===== src/rtl/lcd_presc_pkg.sv =====
package lcd_presc_pkg;
  localparam int unsigned PRESC_W = 12;
  localparam int unsigned CODE_W  = 3;
  localparam int unsigned SYNC_N  = 2;

  // Log2 of the tap ratio for a code: 16 for code 0, then 64 upward.
  function automatic int unsigned tap_log2(input logic [CODE_W-1:0] code);
    if (code == '0) return 4;
    return 32'(code) + 5;
  endfunction
endpackage


===== src/rtl/lcd_src_event.sv =====
module lcd_src_event
  import lcd_presc_pkg::*;
#(
  parameter int unsigned STAGES = SYNC_N
) (
  input  logic clk,
  input  logic rst_n,
  input  logic src_sel,
  input  logic ext_osc,
  output logic src_ev
);
  localparam int unsigned HW = STAGES + 1;

  logic [HW-1:0] sh_q;
  logic          ext_rise;

  always_ff @(posedge clk) begin
    if (!rst_n) sh_q <= '0;
    else        sh_q <= {sh_q[HW-2:0], ext_osc};
  end

  assign ext_rise = sh_q[STAGES-1] & ~sh_q[STAGES];
  assign src_ev   = src_sel ? ext_rise : 1'b1;


  sysclk_every_cycle_chk: assert property (@(posedge clk) disable iff (!rst_n)
    !src_sel |-> src_ev);


  ext_no_back_to_back_chk: assert property (@(posedge clk) disable iff (!rst_n)
    (src_sel && $past(src_sel) && $past(src_ev)) |-> !src_ev);
endmodule


===== src/rtl/lcd_tap_counter.sv =====
module lcd_tap_counter
  import lcd_presc_pkg::*;
#(
  parameter int unsigned CW = PRESC_W,
  parameter int unsigned SW = CODE_W
) (
  input  logic          clk,
  input  logic          rst_n,
  input  logic          clr,
  input  logic          ev,
  input  logic [SW-1:0] tap_sel,
  output logic          tap_pulse
);
  logic [CW-1:0] cnt_q;
  logic [CW-1:0] mask;

  always_comb begin
    mask = '0;
    for (int i = 0; i < CW; i++)
      if (i < int'(tap_log2(tap_sel))) mask[i] = 1'b1;
  end

  always_ff @(posedge clk) begin
    if (!rst_n || clr) cnt_q <= '0;
    else if (ev)       cnt_q <= cnt_q + 1'b1;
  end

  assign tap_pulse = ev & ((cnt_q & mask) == mask);


  tap_needs_event_chk: assert property (@(posedge clk) disable iff (!rst_n)
    tap_pulse |-> ev);


  cnt_held_chk: assert property (@(posedge clk) disable iff (!rst_n)
    clr |=> (cnt_q == '0));
endmodule


===== src/rtl/lcd_div_stage.sv =====
module lcd_div_stage
  import lcd_presc_pkg::*;
#(
  parameter int unsigned SW = CODE_W
) (
  input  logic          clk,
  input  logic          rst_n,
  input  logic          clr,
  input  logic          tap_pulse,
  input  logic [SW-1:0] div_sel,
  output logic          tick
);
  logic [SW-1:0] dcnt_q;

  always_ff @(posedge clk) begin
    if (!rst_n || clr) begin
      dcnt_q <= '0;
      tick   <= 1'b0;
    end else begin
      tick <= 1'b0;
      if (tap_pulse) begin
        if (dcnt_q == div_sel) begin
          dcnt_q <= '0;
          tick   <= 1'b1;
        end else begin
          dcnt_q <= dcnt_q + 1'b1;
        end
      end
    end
  end


  dcnt_range_chk: assert property (@(posedge clk) disable iff (!rst_n || clr)
    dcnt_q <= div_sel);


  tick_after_tap_chk: assert property (@(posedge clk) disable iff (!rst_n)
    $rose(tick) |-> $past(tap_pulse));
endmodule


===== src/rtl/lcd_frame_prescaler.sv =====
module lcd_frame_prescaler
  import lcd_presc_pkg::*;
#(
  parameter int unsigned CW = PRESC_W,
  parameter int unsigned SW = CODE_W,
  parameter int unsigned STAGES = SYNC_N
) (
  input  logic          clk,
  input  logic          rst_n,
  input  logic          run_en,
  input  logic          src_sel,
  input  logic          ext_osc,
  input  logic [SW-1:0] tap_sel,
  input  logic [SW-1:0] div_sel,
  output logic          frame_tick
);
  logic [SW-1:0] tap_q, div_q;
  logic          code_chg, clr, src_ev, tap_pulse;

  always_ff @(posedge clk) begin
    if (!rst_n) begin
      tap_q <= tap_sel;
      div_q <= div_sel;
    end else begin
      tap_q <= tap_sel;
      div_q <= div_sel;
    end
  end

  assign code_chg = (tap_sel != tap_q) || (div_sel != div_q);
  assign clr      = !run_en || code_chg;

  lcd_src_event #(.STAGES(STAGES)) u_src (
    .clk(clk), .rst_n(rst_n), .src_sel(src_sel), .ext_osc(ext_osc), .src_ev(src_ev));

  lcd_tap_counter #(.CW(CW), .SW(SW)) u_tap (
    .clk(clk), .rst_n(rst_n), .clr(clr), .ev(src_ev),
    .tap_sel(tap_sel), .tap_pulse(tap_pulse));

  lcd_div_stage #(.SW(SW)) u_div (
    .clk(clk), .rst_n(rst_n), .clr(clr), .tap_pulse(tap_pulse),
    .div_sel(div_sel), .tick(frame_tick));


  reset_quiet_chk: assert property (@(posedge clk) !rst_n |=> !frame_tick);


  tick_single_chk: assert property (@(posedge clk) disable iff (!rst_n)
    frame_tick |=> !frame_tick);


  disabled_quiet_chk: assert property (@(posedge clk) disable iff (!rst_n)
    !run_en |=> !frame_tick);


  change_restart_chk: assert property (@(posedge clk) disable iff (!rst_n)
    code_chg |=> !frame_tick);
endmodule


===== config.mk =====
export PLATFORM = sky130hd
export DESIGN_NAME = lcd_frame_prescaler
export DESIGN_NICKNAME = d
export VERILOG_FILES = /design/src/rtl/lcd_presc_pkg.sv /design/src/rtl/lcd_src_event.sv /design/src/rtl/lcd_tap_counter.sv /design/src/rtl/lcd_div_stage.sv /design/src/rtl/lcd_frame_prescaler.sv
export SDC_FILE = /design/constraint.sdc
export NUM_CORES = 1
export LEC_CHECK = 0
export BUFFER_PORTS_ARGS = -buffer_cell sky130_fd_sc_hd__buf_4
export CAP_MARGIN = 5
export CORE_UTILIZATION = 45
export DETAILED_ROUTE_END_ITERATION = 8
export MAX_ROUTING_LAYER = met4
export PLACE_DENSITY = 0.76
export SLEW_MARGIN = 20
export SYNTH_ARGS = -nofsm -noshare
export SYNTH_HDL_FRONTEND = slang
export SYNTH_HIERARCHICAL = 1
export SYNTH_SLANG_ARGS = --single-unit

===== constraint.sdc =====
create_clock -name clk -period 1.94 [get_ports clk]
set_clock_uncertainty 0.1 [all_clocks]
set_input_delay 0 -clock clk [delete_from_list [all_inputs] [get_ports clk]]
set_output_delay 0 -clock clk [all_outputs]
set_load 0.01 [all_outputs]

Word-level counts from Yosys, hierarchy flattened
Index checks and enable logic that the tools add are counted.

$add $sub $neg: 3. Magnitude comparators: 12. Equality and inequality tests: 4. Mux-type cells: 18. Bitwise logic cells: 5. Reductions and logical operators: 7.

Operators with widths (count): less-than comparator 4 x 32 -> 1 bit (first input constant) (4); less-than comparator 5 x 32 -> 1 bit (first input constant) (4); less-than comparator 3 x 32 -> 1 bit (first input constant) (2); less-than comparator 1 x 32 -> 1 bit (first input constant) (1); less-than comparator 2 x 32 -> 1 bit (first input constant) (1); two-way mux 32 bit (1); two-way mux 1 bit (15); adder 12 x 1 -> 12 bit (second input constant) (1); bitwise AND 12 bit (1); equality test 12 bit (1); two-way mux 3 bit (2); != test 3 bit (2); adder 3 x 3 -> 4 bit (second input constant) (1); adder 3 x 1 -> 3 bit (second input constant) (1); equality test 3 bit (1); zero test 3 bit (1); logical OR 1 bit (3); bitwise AND 1 bit (2); zero test 1 bit (2); inverter 1 bit (2); OR reduction 2 bit (1).

Bits in registers: 25. Output and inout port bits: 1. Logic and storage cells: 55.

Depth between registers and ports, before layout
Gate-level depths: netlist (run 1).

Depth after elaboration: 10. Mapped depth: 10. Depth with buffers taken out: 8.

By module
Netlist (run 1), hierarchy kept.

Modules (own cells, without submodules): lcd_tap_counter (times used 1, cells an instance 84, area an instance 716.9 µm²); lcd_div_stage (times used 1, cells an instance 27, area an instance 235.2 µm²); lcd_frame_prescaler (times used 1, cells an instance 14, area an instance 186.4 µm²); lcd_src_event (times used 1, cells an instance 8, area an instance 91.3 µm²).

Worst setup path before layout (run 1)
Ideal clock, no wire load.

Path kind: register to register. From: reg u_src.sh_q[1]. To: reg u_div.dcnt_q[2]. Data arrival time: 1.668 ns. Path slack: 0.080 ns. Cell stages (with the launch flop): 11. Buffers on the path: 2. Period minus slack after synthesis: 1.860 ns. Cells stage by stage: dfxtp_1 inv_1 o21ai_2 buf_4 nand3_1 a211oi_1 o221a_2 buf_2 a21o_1 nand2_1 nor4_1.

Word-level cells in the longest chain between the ends: 3.

Ends and longest elaborated chain: from (decl) (line lcd_src_event.sv:14) `logic [HW-1:0] sh_q;`; from (signal assigned) (line lcd_src_event.sv:19) `else sh_q <= {sh_q[HW-2:0], ext_osc};`; bitwise AND 1 bit (line lcd_src_event.sv:22) `assign ext_rise = sh_q[STAGES-1] & ~sh_q[STAGES];`; two-way mux 1 bit (line lcd_src_event.sv:23) `assign src_ev = src_sel ? ext_rise : 1'b1;`; net src_ev (line lcd_frame_prescaler.sv:18) `logic code_chg, clr, src_ev, tap_pulse;`; bitwise AND 1 bit (line lcd_tap_counter.sv:28) `assign tap_pulse = ev & ((cnt_q & mask) == mask);`; net tap_pulse (line lcd_frame_prescaler.sv:18); to (signal assigned) (line lcd_div_stage.sv:26) `dcnt_q <= dcnt_q + 1'b1;`; to (decl) (line lcd_div_stage.sv:13) `logic [SW-1:0] dcnt_q;`.

The timed path passes the listed nets, and every way through them passes these cells. A chain may end at the register's enable or synchronous reset.

Final worst setup path (run 1)
From: in tap_sel[2]. To: reg u_div.dcnt_q[2].

Word-level cells in the longest chain between the ends: 8.

Ends and longest elaborated chain: from (decl) (line lcd_frame_prescaler.sv:13) `input logic [SW-1:0] tap_sel,`; branches (longest 2 deep; another with adder 3 x 3 -> 4 bit); two-way mux 32 bit * (line lcd_presc_pkg.sv:9) `return 32'(code) + 5;`; less-than comparator 1 x 32 -> 1 bit (tied with other cells) (line lcd_tap_counter.sv:20) `if (i < int'(tap_log2(tap_sel))) mask[i] = 1'b1;`; two-way mux 1 bit (line lcd_tap_counter.sv:20); bitwise AND 12 bit (line lcd_tap_counter.sv:28); equality test 12 bit * (line lcd_tap_counter.sv:28); bitwise AND 1 bit * (line lcd_tap_counter.sv:28); net tap_pulse (line lcd_frame_prescaler.sv:18).

Mark *: on every way through the listed nets, which the timed path passes.

==> impl_metrics.json, run 1 <==
{
  "hold_path_class": "in2reg",
  "seq_power_share": 0.625,
  "io_buffers": 11,
  "yosysUniqueCellTypes": 39,
  "power_leakage_nw": 0.5920,
  "yosys_warnings": 6,
  "viasPerCell": 5.524,
  "avgRoutedWirePerCell_microns": 13.12,
  "p_per_area_nw_per_um2": 554.0,
  "grt_max_degree": 15,
  "clockBufferDepth": 2,
  "die_h_microns": 54.28,
  "die_w_microns": 54.28,
  "postSynthAreaPerCell_sq_um": 9.248,
  "internal-power_w": 0.0006476,
  "maxCapViolations": 0,
  "crit_buf_inv": 3,
  "whs_endpoint": "u_tap/cnt_q[0]",
  "post-route-util": 0.6032,
  "ir_drop_mv": 0.3987,
  "cp_max_fo": 8,
  "initial_core_util": 0.4876,
  "crit_family": "buffers and inverters",
  "drt-total-wl_mm": 2.505,
  "syn_area_sq_um": 1230,
  "fin_crit_sh": 0.9296,
  "fmaxAchievable_mhz": 554.5,
  "nets": 178,
  "diodes": 0,
  "start_kind": "input port",
  "die_area_sq_um": 2946,
  "cts_htree_levels": 1,
  "ant_nets": 0,
  "drc_errors": 0,
  "final_common_cell": "dfxtp_1",
  "crit_arrival_ns": 1.93,
  "critPathKind": "in2reg",
  "comb_power_share": 0.100,
  "insertion_delay_ns": 0.32,
  "setup_viol": 0,
  "cp-end-kind": "register",
  "synth_cells": 133,
  "synth_nets": 149,
  "grt_pass1_vias": 936,
  "root_buffer": "clkbuf_4",
  "synth_top_area_share": 0.4069,
  "grt_pass1_wl_mm": 3.850,
  "ios": 12,
  "cts_tree": "built",
  "cts_buffers": 3,
  "pre_cts_ws_ns": 0.007641,
  "area_growth_syn_to_layout_pct": 23.70,
  "worstHoldStart": "src_sel",
  "critPathMostFrequentCell": "buf_4",
  "r2r_end": "u_div/dcnt_q[2]",
  "tns_ns": 0,
  "first_iter_violations": 12,
  "worstHoldPathCells": 5,
  "post-route-min-period_ns": 1.803,
  "slowest_stage": "dlygate4sd3_1",
  "synth-seq-area-share": 0.4069,
  "p_clk_frac": 0.275,
  "ys_ff_latch": 25,
  "clk_pin_slew_ns": 0.13,
  "vias": 1055,
  "core_sq_um": 2522,
  "cpPeakStageDelay_ns": 0.53,
  "dp_hpwl_mm": 1.797,
  "gp_congestion": 0.8252,
  "path_cells": "dlygate4sd3_1 -> buf_4 -> o21a_1 -> a2111oi_2 -> o221a_2 -> buf_4 -> nand3b_1 -> nor3_1 -> nor4_1",
  "worstRegToRegCells": 8,
  "mostFrequentLayoutCells": "dfxtp_1 (23), buf_4 (18), dlygate4sd3_1 (9), nand2_1 (9), xor2_1 (8)",
  "firstDrtPassIters": 4,
  "hold_violations": 0,
  "synth.area.top_cells": "dfxtp_1 (41%), xor2_1 (5.7%), ha_1 (5.1%)",
  "yosys.area.top_type": "dfxtp_1",
  "swShare": 0.2317,
  "slew_headroom": 0.7303,
  "critical_path_required_ns": 2.07,
  "fin_ws_ns": 0.1365,
  "clock_sinks": 25,
  "rows": 18,
  "cp-startpoint": "tap_sel[2]",
  "drive_above_1_share": 0.2050,
  "grt_use_total": 0.1931,
  "slew_viol_final": 0,
  "outcome": "completed",
  "rrSetupSlack_ns": 0.15,
  "overflow": 0,
  "antenna_found_initial": 0,
  "crit-reg2reg-launch": "u_tap/cnt_q[6]",
  "tightest_slew_ns": 0.4009,
  "power.net_switching_w": 0.0001953
}
metal layers:
metal	vias to the layer above	routed length, microns	GRT usage
met5	-	0	-
met1	496	1112	0.2111
met4	0	63	0.1410
met3	6	80	0.02778
li1	532	-	-
met2	21	1249	0.3171
cell type report:
cell class | count | area (sq um)
Fill cell | 213 | 1001
Multi-Input combinational cell | 98 | 701.9
Sequential cell | 25 | 503.0
Timing Repair Buffer | 27 | 225.2
Tap cell | 30 | 37.54
Inverter | 7 | 26.28
Clock buffer | 3 | 22.52
Clock inverter | 1 | 5.005
timing repair:
action                                  CTS  global route
resized for setup                         0             7
endpoints found under the setup margin    0            10
hold buffers                              9             0
hold endpoints to repair                 12             0
buffers inserted                          0             3
logic make-up after synthesis:
| group | Yosys count | share of synthesized area |
|---|---|---|
| muxes | 3 | 0.02442 |
| and+or+nand+nor | 54 | 0.2655 |
| adders and majority gates | 5 | 0.05086 |
| xor gates and xnor gates | 12 | 0.08545 |
| AOI/OAI and AO/OA | 24 | 0.1323 |
| buffers and inverters | 10 | 0.03459 |
| DFF | 25 | 0.4069 |
stage by stage:
| stage | instance area [sq um] | hold slack, ns | total power, W | std cells |
|---|---|---|---|---|
| final | 1521 | 0.06746 | 0.0008428 | 191 |
| after detailed placement | 1364 | 0.03940 | 0.0006047 | 175 |
| after global placement | 1364 | 0.03539 | 0.0006010 | 175 |
| after CTS | 1481 | 0.06321 | 0.0008513 | 188 |
| after global routing | 1521 | 0.05492 | 0.0008922 | 191 |
| after floorplan | 1230 | -0.07228 | 0.0005725 | 133 |
worst max-delay path by stage:
stage | depth (start not counted) | end
finish | 9 | u_div/dcnt_q[2]
global placement | 9 | u_div/dcnt_q[2]
global route | 8 | u_div/dcnt_q[2]
CTS | 8 | u_tap/cnt_q[9]
floorplan | 10 | u_div/dcnt_q[2]
detailed placement | 9 | u_div/dcnt_q[2]
cell usage after synthesis (all sizes together):
library cell / count
dfxtp: 25
nand2: 9
xor2: 8
inv: 7
a21oi: 6
nand3: 6
ha: 5
nand2b: 5
nor2: 5
nor3: 5
nand4: 4
o21ai: 4
or4: 4
xnor2: 4
and2: 3
mux2i: 3
nand3b: 3
nor4: 3
o21a: 3
o31ai: 3
buf: 2
nor2b: 2
o22ai: 2
a2111oi: 1
a211oi: 1
a21o: 1
a22oi: 1
and3: 1
and3b: 1
and4: 1
clkbuf: 1
o221a: 1
o32ai: 1
or2b: 1
or3: 1
worst register-to-register path: stages, from the launching register on:
cell      delay, ns
dfxtp_1        0.45
nand4_4        0.13
buf_4          0.18
o22ai_1        0.15
o221a_2        0.27
buf_4          0.15
nand3b_1       0.08
nor3_1         0.14
nor4_1         0.07
power by group through the flow:
stage               Combinational (W)  Sequential (W)  Clock, W
global route                0.0000923        0.000528  0.000272
global placement            0.0000635        0.000537         0
CTS                         0.0000814        0.000527  0.000243
detailed placement          0.0000668        0.000538         0
finish                      0.0000846        0.000526  0.000232
floorplan                   0.0000354        0.000537         0
sequential cells by signal, indices dropped and copies added (netlist names):
| signal | flops |
|---|---|
| tap_q | 3 |
| u_tap/cnt_q | 12 |
| u_div/dcnt_q | 3 |
| u_src/sh_q | 3 |
| div_q | 3 |
| u_div/tick | 1 |
Note: power is estimated with default switching activity, not from simulation.
==> inputs of run 2 (changes only) <==
--- a/config.mk
+++ b/config.mk
@@ -9,8 +9,7 @@
 export CAP_MARGIN = 5
 export CORE_UTILIZATION = 45
 export DETAILED_ROUTE_END_ITERATION = 8
-export MAX_ROUTING_LAYER = met4
-export PLACE_DENSITY = 0.76
+export PLACE_DENSITY = 0.73
 export SLEW_MARGIN = 20
 export SYNTH_ARGS = -nofsm -noshare
 export SYNTH_HDL_FRONTEND = slang
==> constraint.sdc (replaced) <==
create_clock -name clk -period 2.3 [get_ports clk]
set_clock_uncertainty 0.1 [all_clocks]
set_input_delay 0 -clock clk [delete_from_list [all_inputs] [get_ports clk]]
set_output_delay 0 -clock clk [all_outputs]
set_load 0.01 [all_outputs]
==> impl_metrics.json, run 2 (synthesized netlist as in run 1, its figures left out) <==
{
  "p_per_area_nw_per_um2": 485.0,
  "clk_pin_slew_ns": 0.15,
  "nets": 173,
  "fin_cells": 186,
  "overflow": 0,
  "critPathKind": "in2reg",
  "cts_tree": "built",
  "setup_viol": 0,
  "post-route-util": 0.5823,
  "slew_headroom": 0.7100,
  "dp_hpwl_mm": 1.664,
  "die_area_sq_um": 2946,
  "crit_family": "compound AO/OA/AOI/OAI gates",
  "viasPerCell": 5.409,
  "path_cells": "dlygate4sd3_1 -> buf_4 -> inv_1 -> ha_1 -> o21a_1 -> a2111oi_0 -> o221a_2 -> a21o_1 -> nand2_1 -> nor4_1",
  "clock_sinks": 25,
  "tns_ns": 0,
  "gp_congestion": 0.7861,
  "die_w_microns": 54.28,
  "swShare": 0.2322,
  "multi_input_area_sq_um": 686.9,
  "io_buffers": 11,
  "root_buffer": "clkbuf_4",
  "insertion_delay_ns": 0.32,
  "critical_path_required_ns": 2.44,
  "diodes": 0,
  "ios": 12,
  "rows": 18,
  "tightest_slew_ns": 0.4240,
  "antenna_found_initial": 0,
  "cp_max_fo": 9,
  "drt-total-wl_mm": 2.371,
  "cp-end-kind": "register",
  "hold_path_class": "in2reg",
  "slew_viol_final": 0,
  "cts_buffers": 3,
  "power.net_switching_w": 0.0001654,
  "crit_buf_inv": 3,
  "final_common_cell": "dfxtp_1",
  "crit_arrival_ns": 2.35,
  "firstDrtPassIters": 4,
  "internal-power_w": 0.0005470,
  "slowest_stage": "dlygate4sd3_1",
  "avgRoutedWirePerCell_microns": 12.75,
  "seqCellArea_sq_um": 500.5,
  "grt_max_degree": 16,
  "seq_power_share": 0.623,
  "clockBufferDepth": 2,
  "p_clk_frac": 0.280,
  "rsz0062_at_grt": "no",
  "comb_power_share": 0.096,
  "fmaxAchievable_mhz": 452.1,
  "grt_pass1_wl_mm": 3.712,
  "cts_htree_levels": 1,
  "fin_ws_ns": 0.08813,
  "ir_drop_mv": 0.4385,
  "first_iter_violations": 26,
  "vias": 1006,
  "cpPeakStageDelay_ns": 0.53,
  "power_leakage_nw": 0.5576,
  "area_growth_syn_to_layout_pct": 19.43,
  "outcome": "completed",
  "fill_cells": 234,
  "ant_nets": 0,
  "hold_violations": 0,
  "largest_register": "u_tap/cnt_q",
  "cts_resized": 0,
  "maxCapViolations": 0,
  "pre_cts_ws_ns": 0.3068,
  "core_sq_um": 2522,
  "post-route-min-period_ns": 2.212,
  "fin_crit_sh": 0.9617,
  "mostFrequentLayoutCells": "dfxtp_1 (25), buf_4 (13), dlygate4sd3_1 (9), nand2_1 (9), xor2_1 (8)",
  "drive_above_1_share": 0.1410,
  "grt_pass1_vias": 906,
  "initial_core_util": 0.4876,
  "drc_errors": 0,
  "die_h_microns": 54.28,
  "start_kind": "input port",
  "dp.cells": 173,
  "largest_reg_flops": 12,
  "grt_use_total": 0.1803
}
[run 2: final timing paths]
kind,cells after the start,start,endpoint,slack (ns)
max reg2reg,6,u_tap/cnt_q[5],u_div/dcnt_q[2],0.31
max,10,tap_sel[0],u_div/dcnt_q[2],0.09
min reg2reg,1,u_src/sh_q[0],u_src/sh_q[1],0.36
min,6,src_sel,u_tap/cnt_q[2],0.09
[run 2: cell type report]
| class | count | area share |
|---|---|---|
| Multi-Input combinational cell | 98 | 0.4676 |
| Sequential cell | 25 | 0.3407 |
| Timing Repair Buffer | 22 | 0.1278 |
| Tap cell | 30 | 0.02555 |
| Inverter | 7 | 0.01789 |
| Clock buffer | 3 | 0.01533 |
| Clock inverter | 1 | 0.005111 |
[run 2: repair_timing]
item                      in CTS  in global routing
hold buffers                   9                  0
hold endpoints to repair      12                  0
setup buffers                  0                  0
[run 2: worst reg2reg max path, delay by kind of cell (launching register included)]
kind | cells | cell delay (ns)
and+or+nand+nor | 3 | 0.48
AOI/OAI and AO/OA | 3 | 0.88
DFF | 1 | 0.46
[run 2: power by group through the flow]
stage	clock (W)	sequential, W	combinational (W)
6_report	0.000200	0.000444	0.0000687
4_1_cts	0.000210	0.000444	0.0000686
3_3_place_gp	0	0.000453	0.0000539
2_1_floorplan	0	0.000453	0.0000299
5_1_grt	0.000226	0.000445	0.0000754
3_5_place_dp	0	0.000454	0.0000561
[run 2: routing by layer]
metal	vias to the layer above	share of wire	global-route usage
met5	-	0	0
met4	0	0.0084	0.05128
met3	2	0.030	0.05833
met2	14	0.50	0.3252
met1	464	0.46	0.1997
li1	526	-	-
[run 2: stage by stage]
step / total power, W / hold WS, ns / instance area, sq um
after floorplan: 0.0004829 / -0.07228 / 1230
after global placement: 0.0005072 / 0.03858 / 1349
after detailed placement: 0.0005096 / 0.03970 / 1349
after CTS: 0.0007230 / 0.08488 / 1469
after global routing: 0.0007462 / 0.1110 / 1469
final: 0.0007124 / 0.09224 / 1469
==> inputs of run 3 (changes only) <==
--- a/config.mk
+++ b/config.mk
@@ -6,10 +6,11 @@
 export NUM_CORES = 1
 export LEC_CHECK = 0
 export BUFFER_PORTS_ARGS = -buffer_cell sky130_fd_sc_hd__buf_4
-export CAP_MARGIN = 5
+export CORE_ASPECT_RATIO = 1.5
 export CORE_UTILIZATION = 45
 export DETAILED_ROUTE_END_ITERATION = 8
 export PLACE_DENSITY = 0.73
+export RECOVER_POWER = 25
 export SLEW_MARGIN = 20
 export SYNTH_ARGS = -nofsm -noshare
 export SYNTH_HDL_FRONTEND = slang
==> impl_metrics.json, run 3 (synthesized netlist as in run 1, its figures left out) <==
{
  "first_iter_violations": 18,
  "io_buffers": 11,
  "avgRoutedWirePerCell_microns": 12.56,
  "rows": 22,
  "tightest_slew_ns": 0.4145,
  "slew_headroom": 0.7212,
  "tns_ns": 0,
  "cpPeakStageDelay_ns": 0.54,
  "critical_path_required_ns": 2.43,
  "ir_drop_mv": 0.3358,
  "drive_above_1_share": 0.1210,
  "dp.cells": 179,
  "maxCapViolations": 0,
  "internal-power_w": 0.0005452,
  "post-route-min-period_ns": 2.091,
  "p_clk_frac": 0.271,
  "grt_max_degree": 14,
  "dp_hpwl_mm": 1.769,
  "clock_sinks": 25,
  "initial_core_util": 0.4910,
  "cts_tree": "built",
  "largest_reg_flops": 12,
  "grt_pass1_vias": 1032,
  "die_w_microns": 44.69,
  "clockBufferDepth": 2,
  "firstDrtPassIters": 5,
  "path_cells": "dlygate4sd3_1 -> buf_4 -> inv_1 -> ha_1 -> o21a_1 -> a2111oi_2 -> o221a_2 -> a21o_1 -> nand2_1 -> nor4_1",
  "start_kind": "input port",
  "slowest_stage": "dlygate4sd3_1",
  "hold_violations": 0,
  "grt_use_total": 0.1908,
  "fin_crit_sh": 0.9093,
  "drc_errors": 0,
  "overflow": 0,
  "cts_htree_levels": 1,
  "swShare": 0.2211,
  "crit_arrival_ns": 2.23,
  "ios": 12,
  "critPathKind": "in2reg",
  "fmaxAchievable_mhz": 478.1,
  "power.net_switching_w": 0.0001548,
  "clk_pin_slew_ns": 0.13,
  "gp_congestion": 0.8208,
  "slew_viol_final": 0,
  "outcome": "completed",
  "comb_power_share": 0.095,
  "largest_register": "u_tap/cnt_q",
  "crit_family": "compound AO/OA/AOI/OAI gates",
  "area_growth_syn_to_layout_pct": 19.63,
  "drt-total-wl_mm": 2.425,
  "vias": 1028,
  "antenna_found_initial": 0,
  "insertion_delay_ns": 0.31,
  "core_sq_um": 2505,
  "seqCellArea_sq_um": 500.5,
  "fill_cells": 214,
  "p_per_area_nw_per_um2": 475.8,
  "power_leakage_nw": 0.5498,
  "rsz0062_at_grt": "no",
  "final_common_cell": "dfxtp_1",
  "die_area_sq_um": 2951,
  "multi_input_area_sq_um": 693.2,
  "grt_pass1_wl_mm": 4.153,
  "ant_nets": 0,
  "mostFrequentLayoutCells": "dfxtp_1 (25), buf_4 (10), dlygate4sd3_1 (9), nand2_1 (9), xor2_1 (8)",
  "cp-end-kind": "register",
  "die_h_microns": 66.03,
  "cp_max_fo": 8,
  "fin_cells": 193,
  "diodes": 0,
  "root_buffer": "clkbuf_4",
  "setup_viol": 0,
  "cts_buffers": 3,
  "hold_path_class": "in2reg",
  "nets": 174,
  "crit_buf_inv": 3,
  "viasPerCell": 5.326,
  "seq_power_share": 0.634
}
## run 3: cell types whose count changed in the layout (fill, tap and decap cells not counted), sizes merged
| cell | change |
|---|---|
| clkbuf | +5 |
| buf | -3 |
| clkinvlp | -1 |
## run 3: worst paths after layout
path	startpoint	endpoint	slack, ns	depth (start not counted)
setup / recovery	tap_sel[0]	u_div/dcnt_q[2]	0.21	10
hold / removal	src_sel	u_tap/cnt_q[0]	0.07	5
setup reg to reg	u_tap/cnt_q[9]	u_div/dcnt_q[2]	0.45	6
hold reg to reg	u_src/sh_q[0]	u_src/sh_q[1]	0.36	1
## run 3: stage by stage
stage / util / total power (W) / instance area [sq um] / setup WS [ns] / hold slack (ns)
2_1_floorplan: - / 0.0004829 / 1230 / 0.4398 / -0.07228
3_3_place_gp: 0.5415 / 0.0005070 / 1356 / 0.4583 / 0.03470
3_5_place_dp: 0.5415 / 0.0005093 / 1356 / 0.3653 / 0.03874
4_1_cts: 0.5879 / 0.0007072 / 1473 / 0.1460 / 0.07214
5_1_grt: 0.5874 / 0.0007328 / 1471 / 0.03253 / 0.09817
6_report: 0.5874 / 0.0007000 / 1471 / 0.2086 / 0.07259
## run 3: worst register-to-register path, stage by stage, from the launching register on
cell	delay, ns
dfxtp_1	0.43
o21ai_0	0.13
a2111oi_2	0.37
o221a_2	0.33
a21o_1	0.14
nand2_1	0.05
nor4_1	0.22
## run 3: power groups by stage
stage	Clock, W	Sequential, W	Combinational (W)
6_report	0.000190	0.000444	0.0000662
5_1_grt	0.000214	0.000445	0.0000744
4_1_cts	0.000195	0.000444	0.0000679
3_5_place_dp	0	0.000454	0.0000555
3_3_place_gp	0	0.000453	0.0000537
2_1_floorplan	0	0.000453	0.0000299
## run 3: area by class of cell
cell class / instances / area share
Multi-Input combinational cell: 98 / 0.4711
Sequential cell: 25 / 0.3401
Timing Repair Buffer: 23 / 0.1224
Tap cell: 36 / 0.03061
Clock buffer: 4 / 0.01786
Inverter: 7 / 0.01786
## run 3: repair_timing
| action | 4_1_cts | 5_1_grt |
|---|---|---|
| setup buffers | 0 | 1 |
| resized for setup | 0 | 2 |
| endpoints found under the hold margin | 12 | 0 |
| setup endpoints to repair | 0 | 1 |
| hold buffers | 9 | 0 |
## run 3: per-layer routing
layer,vias to the layer above,global-route usage,wire (microns)
li1,527,-,-
met1,481,0.1902,1014
met2,16,0.3732,1319
met3,4,0.01639,51
met4,0,0.09091,40
met5,-,0,0
